### src/rtl/rng_regblock.sv
module rng_regblock #(
  parameter int ADDR_W = 12,
  parameter int DATA_W = 32,
  parameter int REG_W = 8,
  parameter bit INTERNAL_SRC = 1'b0,
  parameter logic [7:0] LFSR_SEED = 8'h5A,
  parameter logic [7:0] LFSR_TAPS = 8'hB8,
  parameter logic [7:0] MODE_RUN = 8'h02
) (
  input  logic              clk,
  input  logic              rst_n,
  input  logic              bus_sel,
  input  logic              bus_we,
  input  logic [ADDR_W-1:0] bus_addr,
  input  logic [DATA_W/8-1:0] bus_be,
  input  logic [DATA_W-1:0] bus_wdata,
  output logic [DATA_W-1:0] bus_rdata,
  input  logic              ent_valid,
  input  logic [REG_W-1:0]  ent_data,
  output logic              ent_ack
);

  localparam logic [ADDR_W-1:0] OFF_CTL  = ADDR_W'(0);
  localparam logic [ADDR_W-1:0] OFF_BYTE = ADDR_W'(4);
  localparam logic [ADDR_W-1:0] OFF_MODE = ADDR_W'(8);
  localparam int RUN_BIT = 0;
  localparam int RDY_BIT = 1;

  logic [REG_W-1:0] ctl_q, byte_q, mode_q;
  logic [REG_W-1:0] ctl_d, byte_d, mode_d;
  logic [REG_W-1:0] src_byte;
  logic             src_valid;

  wire access_ok = bus_sel && (bus_addr[1:0] == 2'b00) && bus_be[0];
  wire hit_ctl   = access_ok && (bus_addr == OFF_CTL);
  wire hit_byte  = access_ok && (bus_addr == OFF_BYTE);
  wire hit_mode  = access_ok && (bus_addr == OFF_MODE);

  wire rd_ctl  = hit_ctl  && !bus_we;
  wire wr_ctl  = hit_ctl  &&  bus_we;
  wire rd_byte = hit_byte && !bus_we;
  wire rd_mode = hit_mode && !bus_we;
  wire wr_mode = hit_mode &&  bus_we;

  wire running = ctl_q[RUN_BIT] && (mode_q == MODE_RUN);
  wire ready   = ctl_q[RDY_BIT];
  wire capture = rd_ctl && running && !ready && src_valid;
  wire consume = rd_byte && running && ready;

  wire unused_inputs = &{1'b0, bus_wdata[DATA_W-1:REG_W], bus_be[DATA_W/8-1:1],
                         ent_valid, ent_data};

  generate
    if (INTERNAL_SRC) begin : g_lfsr
      logic [REG_W-1:0] lfsr_q;
      always_ff @(posedge clk or negedge rst_n) begin
        if (!rst_n) lfsr_q <= REG_W'(LFSR_SEED);
        else        lfsr_q <= lfsr_q[0] ? ((lfsr_q >> 1) ^ REG_W'(LFSR_TAPS)) : (lfsr_q >> 1);
      end
      assign src_byte  = lfsr_q;
      assign src_valid = 1'b1;
      assign ent_ack   = 1'b0;
    end else begin : g_port
      assign src_byte  = ent_data;
      assign src_valid = ent_valid;
      assign ent_ack   = capture;
      a_r5_capture_loads: assert property (@(posedge clk) disable iff (!rst_n)
        (rd_ctl && running && !ready && ent_valid) |=> (ctl_q[RDY_BIT] && byte_q == $past(ent_data)));
      a_r12_no_ack_when_ready: assert property (@(posedge clk) disable iff (!rst_n)
        ready |-> !ent_ack);
    end
  endgenerate

  always_comb begin
    logic rdy_d;
    rdy_d = ready;
    if (rd_ctl)       rdy_d = running ? (ready | capture) : 1'b0;
    else if (consume) rdy_d = 1'b0;
    ctl_d = ctl_q;
    ctl_d[RDY_BIT] = rdy_d;
    if (wr_ctl) begin
      ctl_d = bus_wdata[REG_W-1:0];
      ctl_d[RDY_BIT] = ready;
    end
  end

  assign byte_d = capture ? src_byte : (consume ? '0 : byte_q);
  assign mode_d = wr_mode ? bus_wdata[REG_W-1:0] : mode_q;

  always_ff @(posedge clk or negedge rst_n) begin
    if (!rst_n) begin
      ctl_q  <= '0;
      byte_q <= '0;
      mode_q <= '0;
    end else begin
      ctl_q  <= ctl_d;
      byte_q <= byte_d;
      mode_q <= mode_d;
    end
  end

  assign bus_rdata = DATA_W'(rd_ctl  ? ctl_d  :
                             consume ? byte_q :
                             rd_mode ? mode_q : '0);

  a_r4_stopped_poll_clears: assert property (@(posedge clk) disable iff (!rst_n)
    (rd_ctl && !running) |=> !ctl_q[RDY_BIT]);
  a_r7_consume_clears: assert property (@(posedge clk) disable iff (!rst_n)
    (rd_byte && running && ready) |=> (!ctl_q[RDY_BIT] && byte_q == '0));
  a_r8_write_keeps_ready: assert property (@(posedge clk) disable iff (!rst_n)
    wr_ctl |=> (ctl_q[RDY_BIT] == $past(ctl_q[RDY_BIT])));
  a_r9_byte_write_ignored: assert property (@(posedge clk) disable iff (!rst_n)
    (hit_byte && bus_we) |=> ($stable(byte_q) && $stable(ctl_q)));
  a_r10_stray_no_effect: assert property (@(posedge clk) disable iff (!rst_n)
    (bus_sel && !access_ok) |=> ($stable(ctl_q) && $stable(byte_q) && $stable(mode_q)));
  a_r10_stray_reads_zero: assert property (@(posedge clk) disable iff (!rst_n)
    (bus_sel && !bus_we && !access_ok) |-> (bus_rdata == '0));
  a_r2_upper_lanes_zero: assert property (@(posedge clk) disable iff (!rst_n)
    bus_rdata[DATA_W-1:REG_W] == '0);
  a_r12_ready_poll_keeps_byte: assert property (@(posedge clk) disable iff (!rst_n)
    (rd_ctl && running && ready) |=> ($stable(byte_q) && ctl_q[RDY_BIT]));

endmodule

### config.mk
export PLATFORM = sky130hd
export DESIGN_NAME = rng_regblock
export DESIGN_NICKNAME = d
export VERILOG_FILES = /design/src/rtl/rng_regblock.sv
export SDC_FILE = /design/constraint.sdc
export NUM_CORES = 1
export LEC_CHECK = 0
export ABC_AREA = 1
export BUFFER_PORTS_ARGS = -buffer_cell sky130_fd_sc_hd__buf_2
export CORE_MARGIN = 3
export CORE_UTILIZATION = 39
export DETAILED_ROUTE_END_ITERATION = 7
export HOLD_SLACK_MARGIN = 0.05
export PLACE_DENSITY_LB_ADDON = 0.12
export SYNTH_ARGS = -nofsm -noshare
export SYNTH_HDL_FRONTEND = slang
export SYNTH_SLANG_ARGS = --single-unit
### constraint.sdc
create_clock -name clk -period 1.5 [get_ports clk]
set_input_delay 0.075 -clock clk [delete_from_list [all_inputs] [get_ports clk]]
set_output_delay 0.075 -clock clk [all_outputs]
set_load 0.01 [all_outputs]
; ---- After elaboration in Yosys (flattened, before gate mapping)
; Cells that the tools add are included.
[totals]
ff_bits = 24
input_bits = 61
output_inout_bits = 33
word_cells = 37
[classes]
n_eq_ne = 3
muxes = 9
bitwise = 1
n_reduce_logical = 21
[ops]
columns = cell, count
row1 = $mux W8, 6
row2 = $logic_and A1 B1 Y1, 16
row3 = $eq A12 B3 Y1 const B, 1
row4 = $eq A12 B4 Y1 const B, 1
row5 = $logic_not A12 Y1, 1
row6 = $eq A8 B2 Y1 const B, 1
row7 = $mux W1, 3
row8 = $logic_not A1 Y1, 2
row9 = $logic_not A2 Y1, 1
row10 = $reduce_bool A2 Y1, 1
row11 = $or A1 B1 Y1, 1

; ---- Depth between registers and ports, before layout
; Gate-level depths: netlist (run 1).
[depth]
depth_word = 13
depth_mapped = 10
ltp_nobuf = 10

; ---- Worst setup path before layout (run 1)
; OpenSTA, ideal clock, no wires.
[synth_timing]
kind = register to output
startpoint = register mode_q[0]
endpoint = output bus_rdata[0]
arrival_time_ps = 1344
required_time_ps = 1425
setup_slack_ps = 81
path_stages_with_launch = 8
n_path_buf = 0
cell_sequence = dfrtp_1 > nor2_1 > nand3_1 > nor2_2 > inv_1 > nor2_4 > nand3_1 > a21oi_1
[synth_between]
elab_chain_len = 6
elab_cells_between_ends = 7
classes_between = 1 x eq/ne / 3 x mux / 3 x reduce/logical
[synth_rtl]
columns = item, line_no
row1 = start: declaration, 29  ; logic [REG_W-1:0] ctl_q, byte_q, mode_q;
row2 = start signal: assignment, 98  ; mode_q <= mode_d;
row3 = $eq A8 B2 Y1, 45  ; wire running = ctl_q[RUN_BIT] && (mode_q == MODE_RUN);
row4 = $logic_and A1 B1 Y1, 45
row5 = $logic_and A1 B1 Y1 (2 in series), 48  ; wire consume = rd_byte && running && ready;
row6 = $mux W8 *, 103  ; consume ? byte_q :
row7 = $mux W8 *, 102  ; assign bus_rdata = DATA_W'(rd_ctl ? ctl_d :
row8 = end: declaration, 17  ; output logic [DATA_W-1:0] bus_rdata,
; Mark *: on every way between the ends. The rest lies on a longest branch, timed or not.

; ---- Worst setup path after layout (run 1)
[layout_timing]
startpoint = register mode_q[5]
endpoint = output bus_rdata[6]
[layout_between]
elab_chain_len = 6
[layout_rtl]
columns = item, line_no
row1 = $eq A8 B2 Y1, 45
row2 = $logic_and A1 B1 Y1, 45
row3 = $logic_and A1 B1 Y1 (2 in series), 48
row4 = $mux W8, 103
row5 = $mux W8, 102
; Every way passes these cells.

==> metrics.txt, run 1 <==
CP required 1420 ps; H-tree levels 1; Hold Path Cell Cnt 3; DP Area 1850 µm²; Synth top area share 38.0%; CTS sink count 24; DR iter-0 viols 36; total core area 3770 µm²; Synth Cell Area 1580 µm²; I/O Buffers 42; Slew Viols, Final 0; antenna viol nets, final 0; FF+latch area 602 µm²; Slew @ Worst Pin 546 ps; Final min period 1760 ps; DP HPWL 2670 µm; crit path launch mode_q[5]; P_leak 1.15 nW; CP Data Arrival Time 1690 ps; CTS Root Cell clkbuf_8; critical path startpoint category flip-flop; Die Wd 69.7 µm; Final Setup Violations 9; clock-pin slew on the worst setup and hold paths 80 ps; FF+latch count, synth 24; vias 1514; hold crit path type input pin to flip-flop; first-pass GRT wire length 6160 µm; max_slew headroom 63.6%; RSZ-0062 raised after global routing true; DIE HEIGHT 69.7 µm; Synth Area in XOR/XNOR 0%; r2r worst-path depth 9; Post-Syn Instances 214; Core Util, Final 58.2%; Hold Path Sink mode_q[1]; failing checks setup timing; die area 4850 µm²; clock latency on the worst-skew pair 260 ps; Avg Cell Area, Syn 7.38 µm²; CTS tree yes; fmax 568 MHz; post-synthesis mux area share 0%; P&R area growth vs syn 38.8%; Inserted Clock Buffers 3; complex-gate fraction of the synthesized area 9.50%; Ant. Diodes 0; Design Area, Final 2190 µm²; maximum VDD drop 0.495 mV; # fillers 360; CP Max Fanout 5; crit path kind flip-flop to output pin; Cell variety after synth 24; clk_skew 1.94 ps; drt wl/cell 11.1 µm; setup slack, reg-to-reg 30 ps; GP Congestion 0.751; GRT Total Usage 15.2%; DRC viols 0; vias in the first global route 1462; Crit. End Element output pin; end of the worst register-to-register path byte_q[0]; FF-to-FF Start mode_q[5]; yosys synthesis warning count 0; Final Net Count 351; Post-Route WL 3750 µm; Starting Density 41.9%; Synth area leader dfrtp_1; multi-input logic area 868 µm²; layout cells sized above 1 37.4%; setup_tns -1770 ps; Simple-Gate Fraction of Synth Area 32.6%; pin count of the biggest net entering global routing 25; Adder-Cell Fraction of Synth Area 0%; combinational family with the most area after synthesis simple AND/OR/NAND/NOR gates; Std-Cell Rows 22; Final WS setup -260 ps; Via density 4.49; sequential area share after synthesis 38.0%; min-delay src bus_wdata[1]; total grt overflow 0; DR pass1 iterations 4; Final Hold Fails 0; antenna violations before repair 0; fin crit share 117%; max_cap viols 0; PwrDens 555 nW/µm²; Synth area leaders dfrtp_1 38%, buf_4 11%, nand2_1 9.3%; I/O pins 94; Longest Clk Path Bufs 2; outcome finished, violations left
-- registers in the layout, summed over array words and instances (netlist names) --
register  count
ctl_q         8
mode_q        8
byte_q        8
-- cell type report --
cell class                      count  area share, %
Clock buffer                        4           2.51
Inverter                           28           5.02
Multi-Input combinational cell    159           39.6
Sequential cell                    24           27.4
Tap cell                           48           2.74
Timing Repair Buffer               74           22.7
-- synthesized netlist by cell type --
master / n
nand3_1: 20
nand3_2: 2
o21ai_0: 6
nand2_2: 1
o2111ai_1: 1
o21ai_1: 2
nand4_1: 4
o21ai_2: 7
clkbuf_1: 1
buf_2: 1
inv_1: 27
nor2_1: 37
clkinv_4: 1
buf_6: 1
buf_4: 24
and2_1: 1
conb_1: 1
nor2_2: 2
nor2_8: 1
a21oi_1: 8
dfrtp_1: 24
nand3_4: 1
nand2_1: 39
nor2_4: 2
-- cells in the final DEF, fill, tap and decap left out, drive strengths merged --
cell type    instances
a21oi                8
and2                 1
buf                 65
clkbuf               4
clkinv               1
conb                24
dfrtp               24
dlygate4sd3          9
inv                 27
nand2               40
nand3               23
nand4                4
nor2                43
o2111ai              1
o21ai               15
-- timing repair --
item	CTS	global route
endpoints found under the setup margin	17	17
hold buffers	9	0
setup buffers	8	3
cloned	1	0
pin swaps	10	11
resized for setup	16	16
endpoints found under the hold margin	32	0
-- worst max-delay path by stage --
stage | depth (start not counted) | to | slack, ps
final | 8 | bus_rdata[6] | -260
after CTS | 8 | bus_rdata[6] | -250
after global placement | 9 | bus_rdata[0] | -100
after floorplan | 7 | bus_rdata[0] | 80
after global routing | 9 | bus_rdata[3] | -410
after detailed placement | 9 | bus_rdata[0] | -100
-- where the power goes --
| group | leakage, nW | total [mW] | internal, mW | switching [mW] |
|---|---|---|---|---|
| Clock | 0.0288 | 0.435 | 0.234 | 0.201 |
| Combinational | 0.791 | 0.136 | 0.0566 | 0.0790 |
| Sequential | 0.329 | 0.646 | 0.646 | 0.0000917 |
| Total | 1.15 | 1.22 | 0.937 | 0.280 |
-- kinds of logic (layout without fill, tap and decap cells) --
kind of cell / after synthesis / in the layout
AND/OR/NAND/NOR: 110 / 111
buffers and inverters: 55 / 106
AO/OA/AOI/OAI: 24 / 24
flip-flops: 24 / 24
other: 1 / 24
-- per-stage QoR --
step | hold WS, ps | power, mW | std cells | worst slack [ps]
after floorplan | -221 | 0.755 | 237 | 80.9
after global placement | 94.9 | 0.775 | 315 | -100
after detailed placement | 88.5 | 0.776 | 315 | -102
after CTS | 58.1 | 1.23 | 337 | -251
after global routing | 50.2 | 1.28 | 337 | -409
final | 57.3 | 1.22 | 337 | -260
-- worst max-delay path, stage by stage, from the launching register on --
cell and delay [ps]:
dfrtp_1 380, nor2_1 140, nand3_2 120, nor2_4 110, inv_2 70, nor2_4 200
nand3_1 130, a21oi_2 140, buf_2 140
-- per-layer routing --
layer	global-route usage [%]	vias to the layer above	share of wire [%]
li1	-	775	-
met1	19.3	686	44
met2	26.8	49	48
met3	2.32	4	6.4
met4	4.04	0	0.99
met5	0	-	0
Note: power is estimated with default switching activity, not from simulation.
==> run 2, diff against run 1 <==
CORE_ASPECT_RATIO = 2   (was not set)
==> run 2 against run 1 <==
Against the previous run: the run still ends with setup timing left; critical path depth unchanged; sequential power about the same; cell area shrank 3.3%; sequential share of layout area grew 0.94 points; clock power is essentially flat; total power fell by 0.30%; worst setup slack improved by 15 ps; sequential cell count is the same; clock skew is 0.64 ps higher; critical path type unchanged.
==> metrics.txt, run 2 (same netlist as run 1, synthesis figures left out) <==
outcome finished, violations left; failing checks setup timing; met2 wire len 2200 µm; DP HPWL 2890 µm; max incr delay on CP 380 ps; vias in the first global route 1425; Ant. Diodes 0; die area 4900 µm²; Hold Path Cell Cnt 3; Final Net Count 347; pin count of the biggest net entering global routing 25; DR WL met3 225 µm; max_slew headroom 63.9%; Layout Cells excl Fill 336; CP Max Fanout 5; Die Wd 51.0 µm; RSZ-0062 raised after global routing true; Std-Cell Rows 32; clk_skew 2.58 ps; Final min period 1750 ps; Post-Route WL 3910 µm; first-pass GRT wire length 6160 µm; fin crit share 116%; layout cells sized above 1 34.7%; FF-to-FF Start mode_q[4]; H-tree levels 1; Final Setup Violations 8; DR iter-0 viols 19; I/O pins 94; drt wl/cell 11.6 µm; Crit. End Element output pin; crit path kind flip-flop to output pin; clock latency on the worst-skew pair 260 ps; clock share of power 35.6%; most common cell after layout, fill and taps aside buf_2; P&R area growth vs syn 34.2%; Crit-path slowest cell dfrtp_1; Design Area, Final 2120 µm²; highest routed layer met4; setup_tns -1590 ps; DRC viols 0; total core area 3880 µm²; fmax 573 MHz; GRT Total Usage 16.6%; sw frac 22.8%; end of the worst register-to-register path byte_q[4]; DIE HEIGHT 96.0 µm; DR pass1 iterations 6; clock-pin slew on the worst setup and hold paths 80 ps; max_cap viols 0; antenna violations before repair 0; DP Area 1850 µm²; Starting Density 40.7%; Via density 4.41; CP required 1420 ps; CTS sink count 24; vias 1482; hold crit path type input pin to flip-flop; commonest non-fill, non-tap cells in the layout 41 x buf_2, 38 x nand2_1, 36 x nor2_1; Hold Path Sink mode_q[1]; Longest Clk Path Bufs 2; min-delay src bus_wdata[1]; CTS Root Cell clkbuf_8; Slew Viols, Final 0; antenna viol nets, final 0; crit path launch mode_q[4]; Seq pwr share 53.3%; setup slack, reg-to-reg 110 ps; GP Congestion 0.780; Psw 277 µW; met1 WL 1400 µm; Largest regs byte_q: 8 flops, ctl_q: 8 flops, mode_q: 8 flops; P_leak 1.11 nW; I/O Buffers 42; Final WS setup -246 ps; CTS tree yes; total grt overflow 0; maximum VDD drop 0.455 mV; Pwr Total 1.21 mW; Comb pwr share 11.2%; critical path startpoint category flip-flop; internal power 937 µW; r2r worst-path depth 9; Placed Cells 317; crit-path cells nor2_1 > nand3_1 > nor2_2 > inv_2 > nor2_4 > nand3_1 > a21oi_2 > buf_2; CP Data Arrival Time 1670 ps; most numerous cell on the critical path nand3_1; Slew @ Worst Pin 541 ps; worst slack at placement -23.6 ps; Final Hold Fails 0; # fillers 404; Inserted Clock Buffers 3; PwrDens 572 nW/µm²
run 2: how the worst max path moves through the flow:
stage                              end  slack [ps]  depth (start not counted)
after floorplan           bus_rdata[0]          80                          7
after global placement    bus_rdata[4]         -20                          8
after detailed placement  bus_rdata[4]         -20                          9
after CTS                 bus_rdata[6]        -230                          8
after global routing      bus_rdata[6]        -360                          8
final                     bus_rdata[3]        -250                          8
run 2: what timing repair did:
item / 4_1_cts / 5_1_grt
hold buffers: 9 / 0
gates resized for setup: 10 / 14
gates cloned: 1 / 0
pin swaps: 9 / 13
setup endpoints to repair: 9 / 17
buffers inserted: 6 / 3
hold endpoints to repair: 32 / 0
run 2: critical path: cells and delay by family (launching register included):
family,cells,cell delay [ps]
simple gates,5,680
compound gates,1,140
flops,1,380
buf+inv,2,220
run 2: layout make-up:
class / instances / area (µm²) / area share (%)
tap: 51 / 63.8 / 3.01
timing repair buffer: 70 / 460 / 21.7
multi-input combinational: 159 / 830 / 39.1
sequential: 24 / 602 / 28.4
inverter: 28 / 110 / 5.19
clock buffer: 4 / 55.1 / 2.60
run 2: routing by layer:
metal	GRT usage, %	vias to the layer above
li1	-	765
met1	17.2	660
met2	33.1	51
met3	2.17	6
met4	4.72	0
met5	0	-
run 2: power groups by stage:
stage	registers (mW)	logic [mW]	clock network (mW)
after floorplan	0.660	0.0956	0
after global placement	0.659	0.117	0
after detailed placement	0.659	0.117	0
after CTS	0.647	0.136	0.441
after global routing	0.647	0.153	0.469
final	0.646	0.135	0.432
run 2: through the flow:
step | hold slack [ps] | util [%]
4_1_cts | 57.9 | 53.5
6_report | 55.3 | 54.6
3_5_place_dp | 87.6 | 47.5
2_1_floorplan | -221 | -
5_1_grt | 68.0 | 54.6
3_3_place_gp | 98.7 | 47.5
